$ cat src/rtl/dovr_pkg.sv
package dovr_pkg;

  // Instruction kind presented with dma_vld.
  typedef enum logic [1:0] {
    K_OTHER = 2'd0,
    K_WAIT  = 2'd1,
    K_STORE = 2'd2,
    K_LOAD  = 2'd3
  } dma_kind_e;

  // Redirect type flags, MSB first as they sit in the configuration byte.
  typedef struct packed {
    logic imem;    // internal memory select
    logic ext;     // external-memory override
    logic stream;  // crypto stream (1) or crypto register (0)
  } ovr_type_t;

  localparam int TYPE_W = $bits(ovr_type_t);

endpackage

$ cat src/rtl/dovr_counter.sv
module dovr_counter #(
  parameter int CNT_W = 5
) (
  input  logic             clk,
  input  logic             rst_n,
  input  logic             set_en,
  input  logic [CNT_W-1:0] set_cnt,
  input  logic             step_en,
  output logic [CNT_W-1:0] cnt_q,
  output logic             active
);

  localparam logic [CNT_W-1:0] CNT_INF  = '1;
  localparam logic [CNT_W-1:0] CNT_ZERO = '0;

  logic [CNT_W-1:0] cnt_d;
  logic             cnt_en;
  logic             finite_live;

  assign finite_live = (cnt_q != CNT_ZERO) && (cnt_q != CNT_INF);

  // Next state: a set command has priority over a counting step.
  always_comb begin
    cnt_d  = cnt_q;
    cnt_en = 1'b0;
    if (set_en) begin
      cnt_d  = set_cnt;
      cnt_en = 1'b1;
    end else if (step_en && finite_live) begin
      cnt_d  = cnt_q - 1'b1;
      cnt_en = 1'b1;
    end
  end

  always_ff @(posedge clk or negedge rst_n) begin
    if (!rst_n) begin
      cnt_q <= CNT_ZERO;
    end else if (cnt_en) begin
      cnt_q <= cnt_d;
    end
  end

  assign active = (cnt_q != CNT_ZERO);

  // a counting step on a live finite count lowers it by one.
  p_step_dec_r3: assert property (@(posedge clk) disable iff (!rst_n)
    (!set_en && step_en && cnt_q != CNT_ZERO && cnt_q != CNT_INF)
      |=> (cnt_q == $past(cnt_q) - 1'b1));

  // the sticky code survives any step without a set command.
  p_inf_hold_r4: assert property (@(posedge clk) disable iff (!rst_n)
    (!set_en && cnt_q == CNT_INF) |=> (cnt_q == CNT_INF));

  // a set command wins over a step in the same cycle.
  p_set_wins_r11: assert property (@(posedge clk) disable iff (!rst_n)
    set_en |=> (cnt_q == $past(set_cnt)));

  // with no set and no step the count holds.
  p_idle_hold_r3: assert property (@(posedge clk) disable iff (!rst_n)
    (!set_en && !step_en) |=> $stable(cnt_q));

endmodule

$ cat src/rtl/dovr_type_reg.sv
module dovr_type_reg
  import dovr_pkg::*;
(
  input  logic      clk,
  input  logic      rst_n,
  input  logic      set_en,
  input  ovr_type_t set_type,
  output ovr_type_t type_q
);

  ovr_type_t type_d;

  always_comb begin
    type_d = type_q;
    if (set_en) type_d = set_type;
  end

  always_ff @(posedge clk or negedge rst_n) begin
    if (!rst_n) begin
      type_q <= '0;
    end else if (set_en) begin
      type_q <= type_d;
    end
  end

  // a set command replaces the type on the next clock.
  p_type_load_r10: assert property (@(posedge clk) disable iff (!rst_n)
    set_en |=> (type_q == $past(set_type)));

  // without a set command the type never moves.
  p_type_hold_r2: assert property (@(posedge clk) disable iff (!rst_n)
    !set_en |=> $stable(type_q));

endmodule

$ cat src/rtl/dovr_decode.sv
module dovr_decode
  import dovr_pkg::*;
#(
  parameter int LEN_W = 16,
  parameter int IDX_W = 4
) (
  input  logic             clk,
  input  logic             rst_n,
  input  logic             active,
  input  ovr_type_t        type_q,
  input  logic             dma_vld,
  input  dma_kind_e        dma_kind,
  input  logic [LEN_W-1:0] dma_len,
  output logic             tgt_reg,
  output logic             tgt_stream,
  output logic             ext_ovr,
  output logic             imem_sel,
  output logic             len_as_idx,
  output logic [IDX_W-1:0] reg_idx
);

  logic type_zero;
  logic store_now;
  logic unused_len_hi;

  assign type_zero = (type_q == '0);
  assign store_now = dma_vld && (dma_kind == K_STORE);

  always_comb begin
    tgt_reg    = active && !type_q.stream;
    tgt_stream = active &&  type_q.stream;
    ext_ovr    = active &&  type_q.ext;
    imem_sel   = active &&  type_q.imem;
    len_as_idx = active && type_zero && store_now;
    reg_idx    = len_as_idx ? dma_len[IDX_W-1:0] : '0;
  end

  assign unused_len_hi = ^dma_len[LEN_W-1:IDX_W];

  // an expired override drives nothing.
  p_quiet_idle_r5: assert property (@(posedge clk) disable iff (!rst_n)
    !active |-> !(tgt_reg || tgt_stream || ext_ovr || imem_sel || len_as_idx));

  // exactly one crypto target while the override is live.
  p_one_target_r6: assert property (@(posedge clk) disable iff (!rst_n)
    active |-> $onehot({tgt_reg, tgt_stream}));

  // index reinterpretation only happens on an issued store.
  p_idx_store_r9: assert property (@(posedge clk) disable iff (!rst_n)
    len_as_idx |-> (dma_vld && dma_kind == K_STORE && tgt_reg));

  // the index is zero outside reinterpretation.
  p_idx_zero_r9: assert property (@(posedge clk) disable iff (!rst_n)
    !len_as_idx |-> (reg_idx == '0));

endmodule

$ cat src/rtl/dma_ovr_ctrl.sv
module dma_ovr_ctrl
  import dovr_pkg::*;
#(
  parameter int DATA_W = 32,
  parameter int CNT_W  = 5,
  parameter int LEN_W  = 16,
  parameter int IDX_W  = 4
) (
  input  logic              clk,
  input  logic              rst_n,
  input  logic              set_vld,
  input  logic [DATA_W-1:0] set_cfg,
  input  logic              dma_vld,
  input  logic [1:0]        dma_kind,
  input  logic [LEN_W-1:0]  dma_len,
  output logic [DATA_W-1:0] cfg_q,
  output logic              ovr_active,
  output logic              tgt_reg,
  output logic              tgt_stream,
  output logic              ext_ovr,
  output logic              imem_sel,
  output logic              len_as_idx,
  output logic [IDX_W-1:0]  reg_idx
);

  localparam int CFG_W = CNT_W + TYPE_W;

  logic [CNT_W-1:0] cnt_q;
  ovr_type_t        type_q;
  ovr_type_t        set_type;
  dma_kind_e        kind;
  logic             step_en;
  logic             unused_cfg_hi;

  assign kind     = dma_kind_e'(dma_kind);
  assign step_en  = dma_vld && (kind != K_OTHER);
  assign set_type = ovr_type_t'(set_cfg[CFG_W-1:CNT_W]);
  assign unused_cfg_hi = ^set_cfg[DATA_W-1:CFG_W];

  dovr_counter #(.CNT_W(CNT_W)) u_cnt (
    .clk     (clk),
    .rst_n   (rst_n),
    .set_en  (set_vld),
    .set_cnt (set_cfg[CNT_W-1:0]),
    .step_en (step_en),
    .cnt_q   (cnt_q),
    .active  (ovr_active)
  );

  dovr_type_reg u_type (
    .clk      (clk),
    .rst_n    (rst_n),
    .set_en   (set_vld),
    .set_type (set_type),
    .type_q   (type_q)
  );

  dovr_decode #(.LEN_W(LEN_W), .IDX_W(IDX_W)) u_dec (
    .clk        (clk),
    .rst_n      (rst_n),
    .active     (ovr_active),
    .type_q     (type_q),
    .dma_vld    (dma_vld),
    .dma_kind   (kind),
    .dma_len    (dma_len),
    .tgt_reg    (tgt_reg),
    .tgt_stream (tgt_stream),
    .ext_ovr    (ext_ovr),
    .imem_sel   (imem_sel),
    .len_as_idx (len_as_idx),
    .reg_idx    (reg_idx)
  );

  assign cfg_q = {{(DATA_W-CFG_W){1'b0}}, type_q, cnt_q};

  // the upper readback bits stay zero.
  p_hi_zero_r2: assert property (@(posedge clk) disable iff (!rst_n)
    cfg_q[DATA_W-1:CFG_W] == '0);

  // active flag tracks a nonzero count.
  p_active_r5: assert property (@(posedge clk) disable iff (!rst_n)
    ovr_active == (cfg_q[CNT_W-1:0] != '0));

endmodule

$ cat config.mk
export PLATFORM = sky130hd
export DESIGN_NAME = dma_ovr_ctrl
export DESIGN_NICKNAME = d
export VERILOG_FILES = /design/src/rtl/dovr_pkg.sv /design/src/rtl/dovr_counter.sv /design/src/rtl/dovr_type_reg.sv /design/src/rtl/dovr_decode.sv /design/src/rtl/dma_ovr_ctrl.sv
export SDC_FILE = /design/constraint.sdc
export NUM_CORES = 1
export LEC_CHECK = 0
export CAP_MARGIN = 5
export CORE_ASPECT_RATIO = 0.8
export CORE_MARGIN = 2
export CORE_UTILIZATION = 26
export DETAILED_ROUTE_END_ITERATION = 8
export PLACE_DENSITY = 0.81
export SYNTH_ARGS = -nofsm -noshare
export SYNTH_HDL_FRONTEND = slang
export SYNTH_SLANG_ARGS = --single-unit
export TNS_END_PERCENT = 1
$ cat constraint.sdc
create_clock -name clk -period 2 [get_ports clk]
set_clock_uncertainty 0.15 [all_clocks]
set_input_delay 0.3 -clock clk [delete_from_list [all_inputs] [get_ports clk]]
set_output_delay 0.3 -clock clk [all_outputs]
set_load 0.01 [all_outputs]
After elaboration in Yosys (flattened, before gate mapping)
Index checks and enable logic that the tools add are counted.
W data, S select, Z words.
- add/sub/neg operators: 1
- eq/ne operators: 2
- mux-type cells: 5
- reductions and logical operators: 16
- operator list (kind ; number):
    $logic_and A1 B1 Y1 ; 10
    $mux W5 ; 2
    $ne A5 B5 Y1 const B ; 1
    $reduce_bool A5 Y1 ; 1
    $sub A5 B1 Y5 const B ; 1
    $mux W4 ; 1
    $reduce_bool A2 Y1 ; 2
    $logic_not A3 Y1 ; 1
    $eq A2 B2 Y1 const B ; 1
    $mux W1 ; 2
    $reduce_and A2 Y1 ; 1
    $logic_not A1 Y1 ; 1
- flip-flop bits (word level): 8
- input port bits: 54
- output and inout port bits: 42
- logic and storage cells: 28

Logic depth before layout (Yosys ltp)
Gate-level depths: netlist of run 1.
- depth in word-level cells: 6
- depth in mapped cells: 6
- gate-level depth less buffers: 6

Hierarchy
From an unflattened synthesis of run 1, not the netlist that was laid out.
- cell total of the unflattened synthesis: 86
- area, all modules: 780.7 µm²
- modules (own cells, without submodules) (module ; times used ; cells an instance ; area each (µm²) ; seq. area each (µm²)):
    dovr_counter ; 1 ; 43 ; 375.4 ; 125.1
    dma_ovr_ctrl ; 1 ; 26 ; 191.4 ; 0.0
    dovr_type_reg ; 1 ; 6 ; 108.9 ; 75.1
    dovr_decode ; 1 ; 11 ; 105.1 ; 0.0

Worst setup path after synthesis of run 1
No wires, ideal clock.
- kind: flip-flop to output port
- from: register u_cnt.cnt_q[0]
- to: output reg_idx[0]
- arrival time: 1519 ps
- data required time: 1550 ps
- setup slack: 31 ps
- cell stages (with the launch flop): 6
- path buffers: 0
- cell sequence: dfrtp_1 inv_1 ha_1 nor4b_4 nor4_2 and2_1
- word-level cells in the longest chain between the ends: 4
- RTL lines (element ; RTL line ; RTL):
    start: declaration ; dovr_counter.sv:9 ; output logic [CNT_W-1:0] cnt_q,
    start signal: assignment ; dovr_counter.sv:39 ; cnt_q <= cnt_d;
    $reduce_bool A5 Y1 ; dovr_counter.sv:43 ; assign active = (cnt_q != CNT_ZERO);
    $logic_and A1 B1 Y1 (2 in a row) ; dovr_decode.sv:34 ; len_as_idx = active && type_zero && store_now;
    via len_as_idx ; dma_ovr_ctrl.sv:22 ; output logic len_as_idx,
    $mux W4 ; dovr_decode.sv:35 ; reg_idx = len_as_idx ? dma_len[IDX_W-1:0] : '0;
    end: declaration ; dma_ovr_ctrl.sv:23 ; output logic [IDX_W-1:0] reg_idx
The timed path passes the listed nets, and every way through them passes these cells.

Worst setup path after layout of run 1
- from: register u_cnt.cnt_q[1]
- to: output reg_idx[1]
- word-level cells in the longest chain between the ends: 4
- RTL lines (element ; RTL line):
    $reduce_bool A5 Y1 ; dovr_counter.sv:43
    $logic_and A1 B1 Y1 (2 in a row) ; dovr_decode.sv:34
    $mux W4 ; dovr_decode.sv:35
No other way between the ends.

==> impl_results.md, run 1 <==
* Top-count cell post-synth: buf_4
* Post-DP HPWL at 1720 µm
* Post-route clock period utilization at 1.05
* Die span in y at 52.5 µm
* Post-Synthesis Cell Area at 764 µm²
* Arrival time at the worst endpoint at 1660 ps
* Setup TNS at -468 ps
* Reg2reg path depth at 8
* Fraction of layout cells with a size suffix above 1 at 0.357
* Starting DRT DRC Count at 22
* Clk Latency, worst-skew pair at 220 ps
* Max Fclk at 474 MHz
* Root buf cell: clkbuf_8
* Pwr dens at 528 nW/µm²
* Min Tclk post-route at 2110 ps
* DR vias at 776
* R2r startpoint: u_cnt.cnt_q[1]$_DFFE_PN0P_
* CTS tree: done
* WL/cell at 12.6 µm
* Worst path max stage delay at 360 ps
* Core Area at 2790 µm²
* Finished Cell Area at 1280 µm²
* Final nets at 202
* FF+latch count, synth at 8
* Worst setup EP type: output port
* CTS Buf Count at 3
* Number of port buffers at 35
* Clock transition at the registers of the reported paths at 40 ps
* Fillers at 266
* Top cells by count, synth: 24 x buf_4, 8 x dfrtp_1, 7 x and2_1
* Initial antenna violation count at 0
* Outcome: finished with violations
* Post-synthesis area per instance at 8.89 µm²
* Aggregate global routing overflow at 0
* Dominant cells by area after synthesis: dfrtp_1 26%, buf_4 24%, and2_1 5.7%
* Worst slack, placed at -383 ps
* DRC Markers at 0
* Detail Route Antenna Nets at 0
* Critical Path RT at 1550 ps
* Clock sink count at 8
* Cts hold-fix bufs at 0
* Pleak at 0.591 nW
* Dominant synthesized flop cell: dfrtp_1
* Max Cap Viol at 0
* Max clock buf depth at 2
* VDD IR max at 0.000433 V
* Global-route wire length before repair at 3300 µm
* Failing checks: setup timing
* GP Congestion at 0.844
* Num rows at 17
* Die Area at 3390 µm²
* Vias in the first global route at 719
* Hold WC Path Type: in -> async
* TritonRoute pass-1 iters at 4
* CP Max Fanout at 3
* Synth-to-layout area growth at 67.9%
* Worst path cell trace: inv_2 > ha_4 > nor4b_4 > buf_4 > nor4_4 > buf_4 > and2_4 > buf_6
* DR vias/cell at 4.29
* Worst R2R Setup Slack at 70 ps
* Final WL at 2280 µm
* Tot GR Track Use at 0.130
* Unrepaired setup endpoints after global routing: true
* Largest net degree at the start of global routing at 10
* Syn Inst Count at 86
* Yosys warns at 0
* Fin. max-slew vios at 0
* CP dominant cell by count: buf_4
* Critical-path top delay cell: dfrtp_1
* Antenna cells at 0
* Worst setup SP type: flop
* EDFF count, synth at 0
* Final setup margin at -108 ps
* H-tree levels at 1
* Final Hold Viols at 0
* Critical path type: reg -> out
* Hold slack final at 228 ps
* FF-to-FF End: u_cnt.cnt_q[3]$_DFFE_PN0P_
* Initial Utilization at 0.274
* Fin cells at 181
* Seq/Total Area, Yosys at 0.262
* Ports at 96
* Asr flop ratio synth at 1.00
* Area share of the largest cell type after synthesis at 0.262
* Synth cell types at 31
* Die width at 64.6 µm
* Synth area leader: dfrtp_1
* Final setup viols at 5
* Area of placed instances at 1170 µm²
* Dpl cells at 171
## layout by cell type (no fill, tap or decap), types with 4 or more instances in the layout
cell,Yosys,layout
conb_1,1,24
nor2_1,5,5
buf_6,0,4
clkdlybuf4s50_1,0,23
buf_2,1,6
dfrtp_1,8,8
and2_1,7,4
buf_4,24,22
nand4_1,4,4
## metrics by stage
step	util	power, mW
after floorplan	-	0.352
after global placement	0.421	0.468
after detailed placement	0.421	0.476
after CTS	0.460	0.681
after global routing	0.461	0.719
final	0.461	0.677
## logic make-up (layout without fill, tap and decap cells)
group / Yosys count / count (layout) / synth area share
other cells: 1 / 24 / 0.00491
simple gates: 27 / 27 / 0.245
flops: 8 / 8 / 0.262
fa+ha+maj: 3 / 3 / 0.0491
mux: 3 / 3 / 0.0442
buf+inv: 31 / 65 / 0.272
compound gates: 13 / 13 / 0.123
## how the worst max path moves through the flow
stage / from / endpoint / slack, ps / depth (start not counted)
final: u_cnt.cnt_q[1]$_DFFE_PN0P_ / reg_idx[1] / -110 / 8
after global routing: u_cnt.cnt_q[1]$_DFFE_PN0P_ / reg_idx[3] / -180 / 8
after CTS: u_cnt.cnt_q[1]$_DFFE_PN0P_ / reg_idx[3] / -50 / 8
after detailed placement: dma_kind[1] / reg_idx[0] / -380 / 5
after global placement: dma_kind[0] / reg_idx[2] / -320 / 5
after floorplan: u_cnt.cnt_q[0]$_DFFE_PN0P_ / reg_idx[0] / 30 / 5
## final cells by class
type                    instances  area, µm²  share of cell area
flip-flops and latches          8        200               0.156
well taps                      38       47.5              0.0370
multi-input cells              70        488               0.380
inverters                       5       18.8              0.0146
repair buffers                 57        488               0.380
clock buffers                   3       41.3              0.0322
## layer usage
layer	vias up	track usage	routed length (µm)
li1	367	-	-
met1	375	0.154	934
met2	34	0.227	1150
met3	0	0.0538	187
met4	0	0.0213	0
met5	-	0	0
## power breakdown
part           leakage [nW]  internal [mW]  switching [mW]  total, mW
Sequential           0.0928          0.181          0.0174      0.199
Combinational         0.477          0.157           0.134      0.291
Clock                0.0216          0.130          0.0576      0.187
Total                 0.591          0.469           0.209      0.677
## state kept, by name, summed over array words and instances (netlist names)
signal / cells
u_cnt.cnt_q: 5
u_type.type_q: 3
## critical path, delay by kind of cell, from the launching register on
| family | cells | cell delay (ps) |
|---|---|---|
| and+or+nand+nor | 3 | 430 |
| adders and majority gates | 1 | 160 |
| buffers and inverters | 4 | 480 |
| DFF | 1 | 360 |
## repair_timing
item | CTS | global route
endpoints found under the setup margin | 10 | 10
resized for setup | 53 | 3
pin swaps | 9 | 1
setup buffers | 7 | 0
(Power assumes the default switching activity.)
==> inputs of run 2 (changes only) <==
--- a/config.mk
+++ b/config.mk
@@ -14,4 +14,4 @@
 export SYNTH_ARGS = -nofsm -noshare
 export SYNTH_HDL_FRONTEND = slang
 export SYNTH_SLANG_ARGS = --single-unit
-export TNS_END_PERCENT = 1
+export TNS_END_PERCENT = 100
==> constraint.sdc (replaced) <==
create_clock -name clk -period 2 [get_ports clk]
set_clock_uncertainty 0.15 [all_clocks]
set_input_delay 0.3 -clock clk [delete_from_list [all_inputs] [get_ports clk]]
set_output_delay 0.3 -clock clk [all_outputs]
set_load 0.005 [all_outputs]
==> impl_results.md, run 2 (synthesis results as in run 1) <==
* Final Hold Viols at 0
* Ports at 96
* Total power at 675 µW
* CP Max Fanout at 3
* CTS tree: done
* Cts hold-fix bufs at 0
* Pwr dens at 526 nW/µm²
* Die width at 64.6 µm
* Initial antenna violation count at 0
* Detail Route Antenna Nets at 0
* Final nets at 198
* Reg2reg path depth at 9
* GP Congestion at 0.853
* Final setup margin at -121 ps
* Core Area at 2790 µm²
* Worst slack, placed at -376 ps
* Pleak at 0.584 nW
* Synth-to-layout area growth at 67.8%
* Critical path type: reg -> out
* Failing checks: setup timing
* Area of placed instances at 1160 µm²
* Die span in y at 52.5 µm
* Hold WC Path Type: in -> async
* Max clock buf depth at 2
* Die Area at 3390 µm²
* Post-route clock period utilization at 1.06
* Largest net degree at the start of global routing at 10
* Routed wl met2 at 1180 µm
* Fraction of layout cells with a size suffix above 1 at 0.338
* Post-DP HPWL at 1700 µm
* Outcome: finished with violations
* Clock sink count at 8
* Commonest non-fill, non-tap cell in the layout: clkdlybuf4s50_1
* Starting DRT DRC Count at 14
* Max Cap Viol at 0
* Clock transition at the registers of the reported paths at 40 ps
* Antenna cells at 0
* Util after Layout at 0.460
* Clk Latency, worst-skew pair at 230 ps
* VDD IR max at 0.000250 V
* Wire length on met3 at 184 µm
* H-tree levels at 1
* Aggregate global routing overflow at 0
* Unrepaired setup endpoints after global routing: true
* Initial Utilization at 0.274
* Global-route wire length before repair at 3390 µm
* Most frequent cells in the layout: 25 x clkdlybuf4s50_1, 24 x conb_1, 13 x buf_4
* Worst setup EP type: output port
* Final setup viols at 8
* WL/cell at 12.7 µm
* Vias in the first global route at 710
* Tot GR Track Use at 0.138
* Top sig layer: met4
* DR vias/cell at 4.26
* Finished Cell Area at 1280 µm²
* Arrival time at the worst endpoint at 1670 ps
* DRC Markers at 0
* Fin. max-slew vios at 0
* Top flop regs: u_cnt.cnt_q x5, u_type.type_q x3
* DR vias at 754
* Num rows at 17
* Worst setup SP type: flop
* Min Tclk post-route at 2120 ps
* CTS Buf Count at 3
* Max Fclk at 471 MHz
* Largest register FFs at 5
* Hold slack final at 216 ps
* Critical Path RT at 1550 ps
* M1 wire length at 870 µm
* Final WL at 2250 µm
* Number of port buffers at 35
* TritonRoute pass-1 iters at 4
* Root buf cell: clkbuf_8
* Biggest register: u_cnt.cnt_q
-- run 2: cell types whose count changed in the layout (fill, tap and decap cells not counted) --
| cell | delta |
|---|---|
| clkdlybuf4s50_1 | +2 |
| a31oi_4 | +1 |
| dlygate4sd2_1 | -2 |
| buf_12 | +1 |
| nand4bb_4 | -1 |
| buf_6 | +4 |
| buf_4 | -9 |
| a31oi_1 | -1 |
| nand4bb_1 | +1 |
| clkbuf_2 | +1 |
| buf_2 | -1 |
-- run 2: report_power, final --
part	total [mW]	internal, mW	switching, mW
Clock	0.196	0.131	0.0659
Sequential	0.200	0.181	0.0190
Combinational	0.278	0.166	0.113
-- run 2: final timing paths --
| check | end | slack [ps] | start |
|---|---|---|---|
| worst max-delay path | ext_ovr | -120 | u_cnt.cnt_q[0]$_DFFE_PN0P_ |
| worst min-delay path | u_cnt.cnt_q[4]$_DFFE_PN0P_ | 220 | rst_n |
| worst max register to register | u_cnt.cnt_q[1]$_DFFE_PN0P_ | 100 | u_cnt.cnt_q[0]$_DFFE_PN0P_ |
| worst min register to register | u_type.type_q[2]$_DFFE_PN0P_ | 470 | u_type.type_q[2]$_DFFE_PN0P_ |
| max in group asynchronous | u_type.type_q[2]$_DFFE_PN0P_ | 1200 | rst_n |
| min in group clk | u_type.type_q[2]$_DFFE_PN0P_ | 470 | u_type.type_q[2]$_DFFE_PN0P_ |
-- run 2: per-stage QoR --
step | TNS (ps) | std cells
after global placement | -2180 | 169
after floorplan | 0 | 109
after detailed placement | -2320 | 169
after global routing | -1690 | 177
after CTS | -681 | 176
final | -853 | 177
-- run 2: critical path, stage by stage, from the launching register on --
cell and delay, ps:
dfrtp_1 380, inv_2 100, ha_4 150, nor4b_4 340, inv_2 90, buf_6 130, and2_4 140, buf_6 110
-- run 2: layer usage --
metal / global-route usage / vias to the layer above
met5: 0 / -
met4: 0.0319 / 0
met3: 0.0559 / 4
met2: 0.231 / 42
met1: 0.166 / 349
li1: - / 359
-- run 2: area by class of cell --
class                   count  area (µm²)
fillers                   267        1500
repair buffers             53         488
multi-input cells          70         487
flip-flops and latches      8         200
well taps                  38        47.5
clock buffers               3        41.3
inverters                   5        18.8
-- run 2: what timing repair did --
| item | 4_1_cts | 5_1_grt |
|---|---|---|
| pin swaps | 7 | 4 |
| cloned | 0 | 0 |
| endpoints found under the setup margin | 10 | 13 |
| gates resized for setup | 46 | 11 |
| setup buffers | 4 | 1 |
==> inputs of run 3 (changes only) <==
--- a/config.mk
+++ b/config.mk
@@ -10,7 +10,7 @@
 export CORE_MARGIN = 2
 export CORE_UTILIZATION = 26
 export DETAILED_ROUTE_END_ITERATION = 8
-export PLACE_DENSITY = 0.81
+export PLACE_DENSITY = 0.91
 export SYNTH_ARGS = -nofsm -noshare
 export SYNTH_HDL_FRONTEND = slang
 export SYNTH_SLANG_ARGS = --single-unit
==> impl_results.md, run 3 (synthesis results as in run 1) <==
* Unrepaired setup endpoints after global routing: true
* Biggest register: u_cnt.cnt_q
* Reg2reg path depth at 7
* Initial antenna violation count at 0
* Worst setup SP type: flop
* Final Hold Viols at 0
* Max Cap Viol at 0
* Die Area at 3390 µm²
* Die span in y at 52.5 µm
* Commonest non-fill, non-tap cell in the layout: clkdlybuf4s50_1
* DR vias at 741
* Min Tclk post-route at 2080 ps
* Vias in the first global route at 722
* Multi-input gate area at 469 µm²
* Fillers at 274
* DR vias/cell at 4.19
* CTS tree: done
* Critical Path RT at 1550 ps
* Critical path type: reg -> out
* Arrival time at the worst endpoint at 1630 ps
* Largest register FFs at 5
* Total power at 655 µW
* Root buf cell: clkbuf_8
* Pleak at 0.571 nW
* DRC Markers at 0
* Number of port buffers at 35
* Fraction of layout cells with a size suffix above 1 at 0.324
* VDD IR max at 0.000236 V
* Clock sink count at 8
* CTS Buf Count at 3
* GP Congestion at 0.876
* Detail Route Antenna Nets at 0
* CP Max Fanout at 5
* Initial Utilization at 0.274
* Fin. max-slew vios at 0
* Final nets at 198
* Starting DRT DRC Count at 13
* Fin cells at 177
* Most frequent cells in the layout: 25 x clkdlybuf4s50_1, 24 x conb_1, 15 x buf_4
* Final setup margin at -84.9 ps
* Clk Latency, worst-skew pair at 230 ps
* Hold WC Path Type: in -> async
* Antenna cells at 0
* Clock transition at the registers of the reported paths at 40 ps
* Worst setup EP type: output port
* H-tree levels at 1
* TritonRoute pass-1 iters at 4
* Failing checks: setup timing
* Largest net degree at the start of global routing at 10
* Post-route clock period utilization at 1.04
* Max Fclk at 480 MHz
* Ports at 96
* Finished Cell Area at 1240 µm²
* Pwr dens at 526 nW/µm²
* WL/cell at 11.7 µm
* Post-DP HPWL at 1650 µm
* Final WL at 2070 µm
* Max clock buf depth at 2
* Num rows at 17
* Synth-to-layout area growth at 62.8%
* Aggregate global routing overflow at 0
* Die width at 64.6 µm
* FF+latch area at 200 µm²
* Top flop regs: u_cnt.cnt_q x5, u_type.type_q x3
* Outcome: finished with violations
* Hold slack final at 214 ps
* Final setup viols at 8
* Area of placed instances at 1160 µm²
* Core Area at 2790 µm²
* Dpl cells at 170
* Global-route wire length before repair at 3360 µm
* Tot GR Track Use at 0.134
## run 3: cell types whose count changed in the layout (fill, tap and decap cells not counted), moves of 2 or more
cell    previous run  this run
buf_6              8         6
and2_1             4         6
buf_4             13        15
and2_4             3         1
buf_2              5         7
## run 3: cell type report
cell class                 instances  area share
timing repair buffer              53       0.374
sequential                         8       0.161
inverter                           5      0.0171
tap                               38      0.0382
multi-input combinational         70       0.377
clock buffer                       3      0.0332
## run 3: where the power goes
part | total [mW] | internal, mW | switching [mW]
sequential | 0.201 | 0.181 | 0.0192
clock | 0.197 | 0.131 | 0.0664
combinational | 0.257 | 0.151 | 0.106
## run 3: final timing paths
check / from / endpoint / slack, ps
hold reg to reg: u_type.type_q[1]$_DFFE_PN0P_ / u_type.type_q[1]$_DFFE_PN0P_ / 460
setup reg to reg: u_cnt.cnt_q[0]$_DFFE_PN0P_ / u_cnt.cnt_q[3]$_DFFE_PN0P_ / 130
setup / recovery: u_cnt.cnt_q[0]$_DFFE_PN0P_ / reg_idx[3] / -80
min in group clk: u_type.type_q[1]$_DFFE_PN0P_ / u_type.type_q[1]$_DFFE_PN0P_ / 460
max in group asynchronous: rst_n / u_cnt.cnt_q[1]$_DFFE_PN0P_ / 1210
hold / removal: rst_n / u_cnt.cnt_q[4]$_DFFE_PN0P_ / 210
## run 3: timing repair
action | 4_1_cts | 5_1_grt
setup endpoints to repair | 10 | 11
hold buffers | 0 | 0
pin swaps | 7 | 6
resized for setup | 47 | 7
buffers inserted | 4 | 1
## run 3: critical path, stage by stage, from the launching register on
cell,delay [ps]
dfrtp_1,360
inv_2,60
ha_4,160
nor4b_4,130
buf_6,120
nor4_4,260
and2_1,180
buf_2,130
## run 3: metrics by stage
stage | utilization | setup slack (ps) | setup TNS [ps]
after floorplan | - | 203 | 0
after global placement | 0.418 | -339 | -2060
after detailed placement | 0.418 | -361 | -2180
after CTS | 0.441 | -98.7 | -590
after global routing | 0.447 | -196 | -1300
final | 0.447 | -84.9 | -328
## run 3: per-layer routing
layer / track usage / share of wire
met1: 0.156 / 0.40
met2: 0.220 / 0.50
met3: 0.0473 / 0.074
met4: 0.0638 / 0.021
met5: 0 / 0
